$ cat config.mk
export PLATFORM = sky130hd
export DESIGN_NAME = ptw_top
export DESIGN_NICKNAME = d
export VERILOG_FILES = /design/src/rtl/ptw_pkg.sv /design/src/rtl/ptw_addr_split.sv /design/src/rtl/ptw_perm_check.sv /design/src/rtl/ptw_walk_fsm.sv /design/src/rtl/ptw_top.sv
export SDC_FILE = /design/constraint.sdc
export NUM_CORES = 1
export LEC_CHECK = 0
export ABC_AREA = 1
export CAP_MARGIN = 20
export CELL_PAD_IN_SITES_DETAIL_PLACEMENT = 1
export CELL_PAD_IN_SITES_GLOBAL_PLACEMENT = 1
export CORE_UTILIZATION = 35
export CTS_CLUSTER_DIAMETER = 50
export CTS_CLUSTER_SIZE = 28
export DETAILED_ROUTE_END_ITERATION = 16
export GPL_TIMING_DRIVEN = 0
export PLACE_DENSITY_LB_ADDON = 0.1
export RECOVER_POWER = 50
export SLEW_MARGIN = 25
export SYNTH_ARGS = -nofsm -noshare
export SYNTH_HDL_FRONTEND = slang
export SYNTH_HIERARCHICAL = 1
export SYNTH_SLANG_ARGS = --single-unit
$ cat constraint.sdc
create_clock -name clk -period 6 [get_ports clk]
set_input_delay 0.6 -clock clk [delete_from_list [all_inputs] [get_ports clk]]
set_output_delay 0.6 -clock clk [all_outputs]
set_load 0.02 [all_outputs]
$ cat src/rtl/ptw_pkg.sv
// Package: shared constants and types of the page table walker.
// Assumes 32-bit entries whose flag bits sit below the frame number field.
package ptw_pkg;
    localparam int ADDR_W    = 32;
    localparam int PAGE_BITS = 10;
    localparam int L1_BITS   = 12;
    localparam int ENTRY_B   = 4;

    localparam int B_VALID = 0;
    localparam int B_RD    = 1;
    localparam int B_WR    = 2;
    localparam int B_EX    = 3;
    localparam int B_REF   = 4;
    localparam int B_DIRTY = 5;

    typedef enum logic [1:0] {
        ACC_READ  = 2'd0,
        ACC_WRITE = 2'd1,
        ACC_EXEC  = 2'd2,
        ACC_RSVD  = 2'd3
    } acc_e;

    typedef enum logic [1:0] {
        FLT_NONE  = 2'd0,
        FLT_L1_NP = 2'd1,
        FLT_L2_NP = 2'd2,
        FLT_PROT  = 2'd3
    } flt_e;

    typedef enum logic [3:0] {
        ST_IDLE, ST_L1_REQ, ST_L1_WAIT, ST_L2_REQ, ST_L2_WAIT,
        ST_WB_REQ, ST_WB_WAIT, ST_DONE, ST_FAULT
    } walk_st_e;
endpackage

$ cat src/rtl/ptw_addr_split.sv
// Module: splits the latched virtual address into table indices and forms
// both entry addresses. Purely combinational; assumes the indices fill the
// part of the address above the page offset.
module ptw_addr_split #(
    parameter int ADDR_W    = 32,
    parameter int PAGE_BITS = 10,
    parameter int L1_BITS   = 12,
    parameter int ENTRY_B   = 4
) (
    input  logic [ADDR_W-1:0]           vaddr,
    input  logic [ADDR_W-1:0]           base,
    input  logic [ADDR_W-PAGE_BITS-1:0] table_frame,
    output logic [ADDR_W-1:0]           l1_addr,
    output logic [ADDR_W-1:0]           l2_addr
);
    localparam int L2_BITS = ADDR_W - PAGE_BITS - L1_BITS;
    localparam int E_SHIFT = $clog2(ENTRY_B);

    logic [L1_BITS-1:0] idx_top;
    logic [L2_BITS-1:0] idx_low;

    // Index extraction from the page number.
    always_comb begin
        idx_top = vaddr[ADDR_W-1 -: L1_BITS];
        idx_low = vaddr[PAGE_BITS +: L2_BITS];
    end

    // Entry address arithmetic for both levels.
    always_comb begin
        l1_addr = base + (ADDR_W'(idx_top) << E_SHIFT);
        l2_addr = {table_frame, {PAGE_BITS{1'b0}}} + (ADDR_W'(idx_low) << E_SHIFT);
    end
endmodule

$ cat src/rtl/ptw_perm_check.sv
// Module: decides whether a leaf entry permits the access and computes the
// entry value with updated referenced/dirty flags. Combinational; the
// caller looks at it only in the cycle the leaf arrives.
module ptw_perm_check
    import ptw_pkg::*;
#(
    parameter int PTE_W = 32
) (
    input  logic [PTE_W-1:0] pte,
    input  logic [1:0]       acc,
    output logic             allowed,
    output logic             need_wb,
    output logic [PTE_W-1:0] pte_upd
);
    // Permission selection by access kind; the reserved code is never allowed.
    always_comb begin
        unique case (acc)
            ACC_READ:  allowed = pte[B_RD];
            ACC_WRITE: allowed = pte[B_WR];
            ACC_EXEC:  allowed = pte[B_EX];
            default:   allowed = 1'b0;
        endcase
    end

    // Flag update and the decision whether a write-back is needed.
    always_comb begin
        pte_upd         = pte;
        pte_upd[B_REF]  = 1'b1;
        if (acc == ACC_WRITE) begin
            pte_upd[B_DIRTY] = 1'b1;
        end
        need_wb = (pte_upd != pte);
    end
endmodule

$ cat src/rtl/ptw_walk_fsm.sv
// Module: sequences one walk (first read, second read, optional write-back)
// and produces the single-cycle done/fault result. Assumes the memory
// answers each request with exactly one mem_rvalid, at least one cycle later.
module ptw_walk_fsm
    import ptw_pkg::*;
#(
    parameter int ADDR_W    = 32,
    parameter int PAGE_BITS = 10
) (
    input  logic                        clk,
    input  logic                        rst_n,
    input  logic                        req_valid,
    input  logic [ADDR_W-1:0]           req_vaddr,
    input  logic [1:0]                  req_acc,
    input  logic [ADDR_W-1:0]           l1_addr,
    input  logic [ADDR_W-1:0]           l2_addr,
    input  logic                        allowed,
    input  logic                        need_wb,
    input  logic [ADDR_W-1:0]           pte_upd,
    input  logic                        mem_rvalid,
    input  logic [ADDR_W-1:0]           mem_rdata,
    output logic [ADDR_W-1:0]           vaddr_q,
    output logic [1:0]                  acc_q,
    output logic [ADDR_W-PAGE_BITS-1:0] frame_q,
    output logic                        busy,
    output logic                        mem_req,
    output logic                        mem_we,
    output logic [ADDR_W-1:0]           mem_addr,
    output logic [ADDR_W-1:0]           mem_wdata,
    output logic                        done,
    output logic [ADDR_W-1:0]           paddr,
    output logic                        fault,
    output logic [1:0]                  fault_code
);
    walk_st_e          st_q, st_d;
    logic [ADDR_W-1:0] wb_q;
    logic [1:0]        code_q;

    // Next-state selection for the walk.
    always_comb begin
        st_d = st_q;
        unique case (st_q)
            ST_IDLE:    if (req_valid) st_d = ST_L1_REQ;
            ST_L1_REQ:  st_d = ST_L1_WAIT;
            ST_L1_WAIT: if (mem_rvalid) st_d = mem_rdata[B_VALID] ? ST_L2_REQ : ST_FAULT;
            ST_L2_REQ:  st_d = ST_L2_WAIT;
            ST_L2_WAIT: begin
                if (mem_rvalid) begin
                    if (!mem_rdata[B_VALID] || !allowed) st_d = ST_FAULT;
                    else if (need_wb)                    st_d = ST_WB_REQ;
                    else                                 st_d = ST_DONE;
                end
            end
            ST_WB_REQ:  st_d = ST_WB_WAIT;
            ST_WB_WAIT: if (mem_rvalid) st_d = ST_DONE;
            ST_DONE:    st_d = ST_IDLE;
            ST_FAULT:   st_d = ST_IDLE;
            default:    st_d = ST_IDLE;
        endcase
    end

    // State register.
    always_ff @(posedge clk) begin
        if (!rst_n) st_q <= ST_IDLE;
        else        st_q <= st_d;
    end

    // Request capture at acceptance.
    always_ff @(posedge clk) begin
        if (!rst_n) begin
            vaddr_q <= '0;
            acc_q   <= '0;
        end else if (st_q == ST_IDLE && req_valid) begin
            vaddr_q <= req_vaddr;
            acc_q   <= req_acc;
        end
    end

    // Capture of first-level table frame, leaf result and fault code.
    always_ff @(posedge clk) begin
        if (!rst_n) begin
            frame_q <= '0;
            wb_q    <= '0;
            paddr   <= '0;
            code_q  <= FLT_NONE;
        end else if (mem_rvalid && st_q == ST_L1_WAIT) begin
            frame_q <= mem_rdata[ADDR_W-1:PAGE_BITS];
            if (!mem_rdata[B_VALID]) code_q <= FLT_L1_NP;
        end else if (mem_rvalid && st_q == ST_L2_WAIT) begin
            wb_q  <= pte_upd;
            paddr <= {mem_rdata[ADDR_W-1:PAGE_BITS], vaddr_q[PAGE_BITS-1:0]};
            if (!mem_rdata[B_VALID]) code_q <= FLT_L2_NP;
            else if (!allowed)       code_q <= FLT_PROT;
        end
    end

    // Port outputs decoded from the state.
    always_comb begin
        busy       = (st_q != ST_IDLE);
        mem_req    = (st_q == ST_L1_REQ) || (st_q == ST_L2_REQ) || (st_q == ST_WB_REQ);
        mem_we     = (st_q == ST_WB_REQ);
        mem_addr   = (st_q == ST_L1_REQ) ? l1_addr : (mem_req ? l2_addr : '0);
        mem_wdata  = mem_we ? wb_q : '0;
        done       = (st_q == ST_DONE);
        fault      = (st_q == ST_FAULT);
        fault_code = fault ? code_q : FLT_NONE;
    end

    p_one_outcome_r10: assert property (@(posedge clk) disable iff (!rst_n)
        !(done && fault));
    p_done_pulse_r10: assert property (@(posedge clk) disable iff (!rst_n)
        done |=> !done);
    p_fault_pulse_r10: assert property (@(posedge clk) disable iff (!rst_n)
        fault |=> !fault);
    p_mem_in_walk_r9: assert property (@(posedge clk) disable iff (!rst_n)
        mem_req |-> busy);
    p_fault_coded_r4: assert property (@(posedge clk) disable iff (!rst_n)
        fault |-> (fault_code != FLT_NONE));
    p_wb_sets_ref_r7: assert property (@(posedge clk) disable iff (!rst_n)
        (mem_req && mem_we) |-> (mem_wdata[B_REF] && mem_wdata[B_VALID]));
    p_paddr_offset_r3: assert property (@(posedge clk) disable iff (!rst_n)
        done |-> (paddr[PAGE_BITS-1:0] == vaddr_q[PAGE_BITS-1:0]));
    p_wb_acked_r8: assert property (@(posedge clk) disable iff (!rst_n)
        (st_q == ST_WB_WAIT && !mem_rvalid) |=> !done);
endmodule

$ cat src/rtl/ptw_top.sv
// Module: two-level page table walker top. Joins the address split, the
// permission/flag logic and the walk sequencer. Assumes base_addr stays
// stable while a walk is in progress.
module ptw_top
    import ptw_pkg::*;
(
    input  logic        clk,
    input  logic        rst_n,
    input  logic [31:0] base_addr,
    input  logic        req_valid,
    input  logic [31:0] req_vaddr,
    input  logic [1:0]  req_acc,
    output logic        busy,
    output logic        mem_req,
    output logic        mem_we,
    output logic [31:0] mem_addr,
    output logic [31:0] mem_wdata,
    input  logic        mem_rvalid,
    input  logic [31:0] mem_rdata,
    output logic        done,
    output logic [31:0] paddr,
    output logic        fault,
    output logic [1:0]  fault_code
);
    localparam int FRAME_W = ADDR_W - PAGE_BITS;

    logic [ADDR_W-1:0]  vaddr_q;
    logic [1:0]         acc_q;
    logic [FRAME_W-1:0] frame_q;
    logic [ADDR_W-1:0]  l1_addr, l2_addr, pte_upd;
    logic               allowed, need_wb;

    ptw_addr_split #(
        .ADDR_W(ADDR_W), .PAGE_BITS(PAGE_BITS), .L1_BITS(L1_BITS), .ENTRY_B(ENTRY_B)
    ) u_split (
        .vaddr(vaddr_q), .base(base_addr), .table_frame(frame_q),
        .l1_addr(l1_addr), .l2_addr(l2_addr)
    );

    ptw_perm_check #(.PTE_W(ADDR_W)) u_perm (
        .pte(mem_rdata), .acc(acc_q), .allowed(allowed),
        .need_wb(need_wb), .pte_upd(pte_upd)
    );

    ptw_walk_fsm #(.ADDR_W(ADDR_W), .PAGE_BITS(PAGE_BITS)) u_fsm (
        .clk(clk), .rst_n(rst_n),
        .req_valid(req_valid), .req_vaddr(req_vaddr), .req_acc(req_acc),
        .l1_addr(l1_addr), .l2_addr(l2_addr),
        .allowed(allowed), .need_wb(need_wb), .pte_upd(pte_upd),
        .mem_rvalid(mem_rvalid), .mem_rdata(mem_rdata),
        .vaddr_q(vaddr_q), .acc_q(acc_q), .frame_q(frame_q),
        .busy(busy), .mem_req(mem_req), .mem_we(mem_we),
        .mem_addr(mem_addr), .mem_wdata(mem_wdata),
        .done(done), .paddr(paddr), .fault(fault), .fault_code(fault_code)
    );

    p_idle_quiet_r11: assert property (@(posedge clk) disable iff (!rst_n)
        !busy |-> (!mem_req && !done && !fault));
endmodule

==> key figures <==
Status
  – Outcome: complete, no violations

Worst hold path
  – Cell depth of the worst min-delay path: 2
  – Hold EP: u_fsm/wb_q[9]
  – Hold path startpoint: u_fsm/wb_q[9]
  – Hold/Removal Path Class: flip-flop to flip-flop

Drt
  – Starting DRT DRC Count: about 310
  – Number of remaining DRC errors: 0
  – Detailed-routing iteration count for the pre-antenna-repair pass: 5
  – Total number of vias: between 8000 and 9000
  – Via-to-Cell Ratio: around 4.9
  – Final antenna-violating net count: 0
  – Routed Wire Length: 26700 um
  – Average wire length per cell after detail routing: between 15 and 20 um

Job
  – Max-capacitance violation count: 0

Floorplanning
  – Placeable core area: 0.0212 mm2
  – Ports placed on the boundary: approximately 210
  – Die span in x: ~150 um
  – Starting Density: 0.359
  – Area of the die: around 0.022 mm2
  – Number of rows created at floorplan: 53
  – Die Span Y: around 150 um

Worst setup path
  – Register-to-Register Path Depth: 8
  – Cell repeated most along the worst path: nand2_1
  – Maximum fanout count along the critical path: 7
  – Slowest stage delay, CP: around 600 ps
  – Data required time of the critical path: roughly 5400 ps
  – Startpoint of the worst register-to-register path: u_fsm/st_q[3]
  – Destination of the worst register-to-register timing path: u_fsm/vaddr_q[29]
  – Crit end category: primary output
  – FF-to-FF setup slack: approximately 3700 ps
  – Slowest library cell on the worst path: clkdlybuf4s50_1
  – Cells traversed along the worst timing path: clkdlybuf4s50_1, ha_1, inv_1, fa_1, inv_1, nand3_1, nand3_1, nand2_1, nand2_1, nand2_1, nand2_2, xor2_1, nand3_1, nand2_1, clkdlybuf4s50_1
  – Setup Crit Path Kind: primary input to primary output
  – Worst EP arrival: about 3600 ps
  – Startpoint class of the critical path: primary input

Power and ir drop
  – Worst voltage drop across the vdd grid: around 0.00024 V
  – Power per Cell Area: between 200 and 300 mW/mm2
  – Leak: approximately 4.4 nW

GRT
  – Global routing usage summed across all routing layers: 0.248
  – Residual overflow from global routing: 0
  – Wire length of the first global-routing pass: between 40000 and 50000 um
  – Number of antenna violations at the first check in global routing: 1
  – Number of global-route vias before repair: about 8500
  – Pin count of the biggest net entering global routing: 17

Finish
  – Fraction of layout cells with a size suffix above 1: 0.0711
  – Final Net Count: 1526
  – Final core area utilization: 0.496
  – Final std cell area, no fill: between 0.01 and 0.015 mm2
  – Combined flip-flop and latch cell area: 0.00252 mm2
  – Leading cell types in the layout, fill and taps excluded: nand2_1 (316), clkdlybuf4s50_1 (195), nand3_1 (142)
  – Fill cell count: roughly 2800
  – Multi-input logic area: just under 0.004 mm2
  – Leading cell type in the layout, fill and taps excluded: nand2_1
  – Area growth from synthesis to layout: 37.9%

CTS
  – CTS buffer count: 17
  – Clock tree from TritonCTS: built
  – Clock-pin transition on the worst setup and hold timing paths: ~70 ps
  – Setup fix buffers added after clock tree synthesis: 0
  – Clock sink count: roughly 130
  – Latest clock arrival within the worst-skew pair: 420 ps
  – CTS root buf: clkbuf_16
  – Cells resized by post-CTS repair: 0
  – CTS Hold Bufs: 0
  – Number of buffers on the longest clock path: 2
  – Maximum level of the CTS H-tree: 4

Place
  – Count of input and output buffers: about 200
  – Placement Setup Slack: around 1800 ps
  – Post-place instance area: 0.00991 mm2
  – Gpl congestion: 0.870
  – DP HPWL: ~21000 um

STA
  – Setup total negative slack: 0 ps
  – Max_slew headroom: 0.546
  – Endpoints failing hold: 0
  – Clock skew after layout: around 11 ps
  – Slew at the pin closest to its max-slew limit: ~680 ps
  – Setup-failing EPs final: 0
  – Final worst setup slack: approximately 1800 ps
  – Minimum clock period: 4210 ps
  – Fmax: between 0.2 and 0.25 GHz
  – Number of pins exceeding their max-slew limit in the final report: 0
  – Post-route fraction of the period consumed by the critical path: 0.702
  – RSZ-0062 raised after global routing: false

Logic synthesis
  – Portion of the post-synthesis area used by sequential elements: 0.332
  – Synth top area share: 0.332
  – Number of different library cells in the post-synthesis netlist: 30
  – Cell taking the most area after synthesis: dfxtp_1
  – Syn_area_per_cell: 6.38 um2
  – Register bit count reported by yosys: about 130
  – Number of standard cells after synthesis: between 1000 and 1500
  – Number of warnings reported in the yosys synthesis log: 6
  – Top cells by area, synth: dfxtp_1 (33%), nand2_1 (16%), nand3_1 (9.3%), a21oi_1 (8.6%), inv_1 (6.9%)
  – Mapped Area: 0.00760 mm2
[routing by layer]
layer	routed length (um)	up-vias	global-route usage
met1	12300	3900	0.314
met2	12600	172	0.416
met3	1450	27	0.0584
met4	388	0	0.0704
met5	0	-	0
li1	-	4186	-
[how the worst max path moves through the flow]
stage	start	end	slack (ps)	cells past startpoint
2_1_floorplan	base_addr[2]	mem_addr[14]	3230	13
3_3_place_gp	base_addr[2]	mem_addr[14]	1820	15
3_5_place_dp	base_addr[2]	mem_addr[14]	1820	15
4_1_cts	base_addr[2]	mem_addr[14]	1820	15
5_1_grt	base_addr[2]	mem_addr[14]	1640	15
6_report	base_addr[2]	mem_addr[14]	1790	15
[metrics by stage]
step,std cells,hold WS (ps),power [mW]
2_1_floorplan,1193,428,1.54
3_3_place_gp,1664,439,1.92
3_5_place_dp,1664,444,1.94
4_1_cts,1696,449,3.01
5_1_grt,1697,476,3.14
6_report,1697,454,2.98
[registers in the layout (all words and copies together), names as in the netlist]
signal,flops
u_fsm/paddr,32
u_fsm/frame_q,22
u_fsm/wb_q,32
u_fsm/acc_q,2
u_fsm/st_q,4
u_fsm/vaddr_q,32
u_fsm/code_q,2
[cells by family (layout without fill, tap and decap cells)]
kind of cell | Yosys count | after routing | share of synthesized area
AO/OA/AOI/OAI | 191 | 191 | 0.126
XOR/XNOR | 33 | 33 | 0.0380
AND/OR/NAND/NOR | 580 | 580 | 0.327
buffers and inverters | 244 | 472 | 0.148
flip-flops | 126 | 126 | 0.332
other | 2 | 4 | 0.000988
adder cells (fa/ha/maj) | 16 | 16 | 0.0283
[final cells by class]
class                   instances  share of cell area
diodes                          1            0.000239
plain buffers                 100              0.0533
well taps                     275              0.0328
multi-input cells             823               0.377
flip-flops and latches        126               0.241
inverters                     144              0.0516
repair buffers                196               0.187
clock inverters                15              0.0168
clock buffers                  17              0.0406
[critical path: cells and delay by family]
kind	cells	cell delay, ps
simple gates	8	850
xor+xnor	1	270
buf+inv	4	1260
fa+ha+maj	2	620
[where the power goes]
part / internal [mW] / switching (mW) / leakage [nW]
Combinational: 0.372 / 0.584 / 3.06
Sequential: 0.901 / 0.0552 / 1.02
Clock: 0.625 / 0.439 / 0.292
Total: 1.90 / 1.08 / 4.37
[cell usage after synthesis, drive strengths merged]
master / instances
a21boi: 1
a21oi: 130
and3: 1
buf: 72
clkbuf: 28
conb: 2
dfxtp: 126
fa: 2
ha: 14
inv: 144
nand2: 320
nand3: 143
nand3b: 5
nand4: 9
nor2: 87
nor3: 13
o21ai: 60
or2: 2
xnor2: 10
xor2: 23
(Power assumes the default switching activity.)
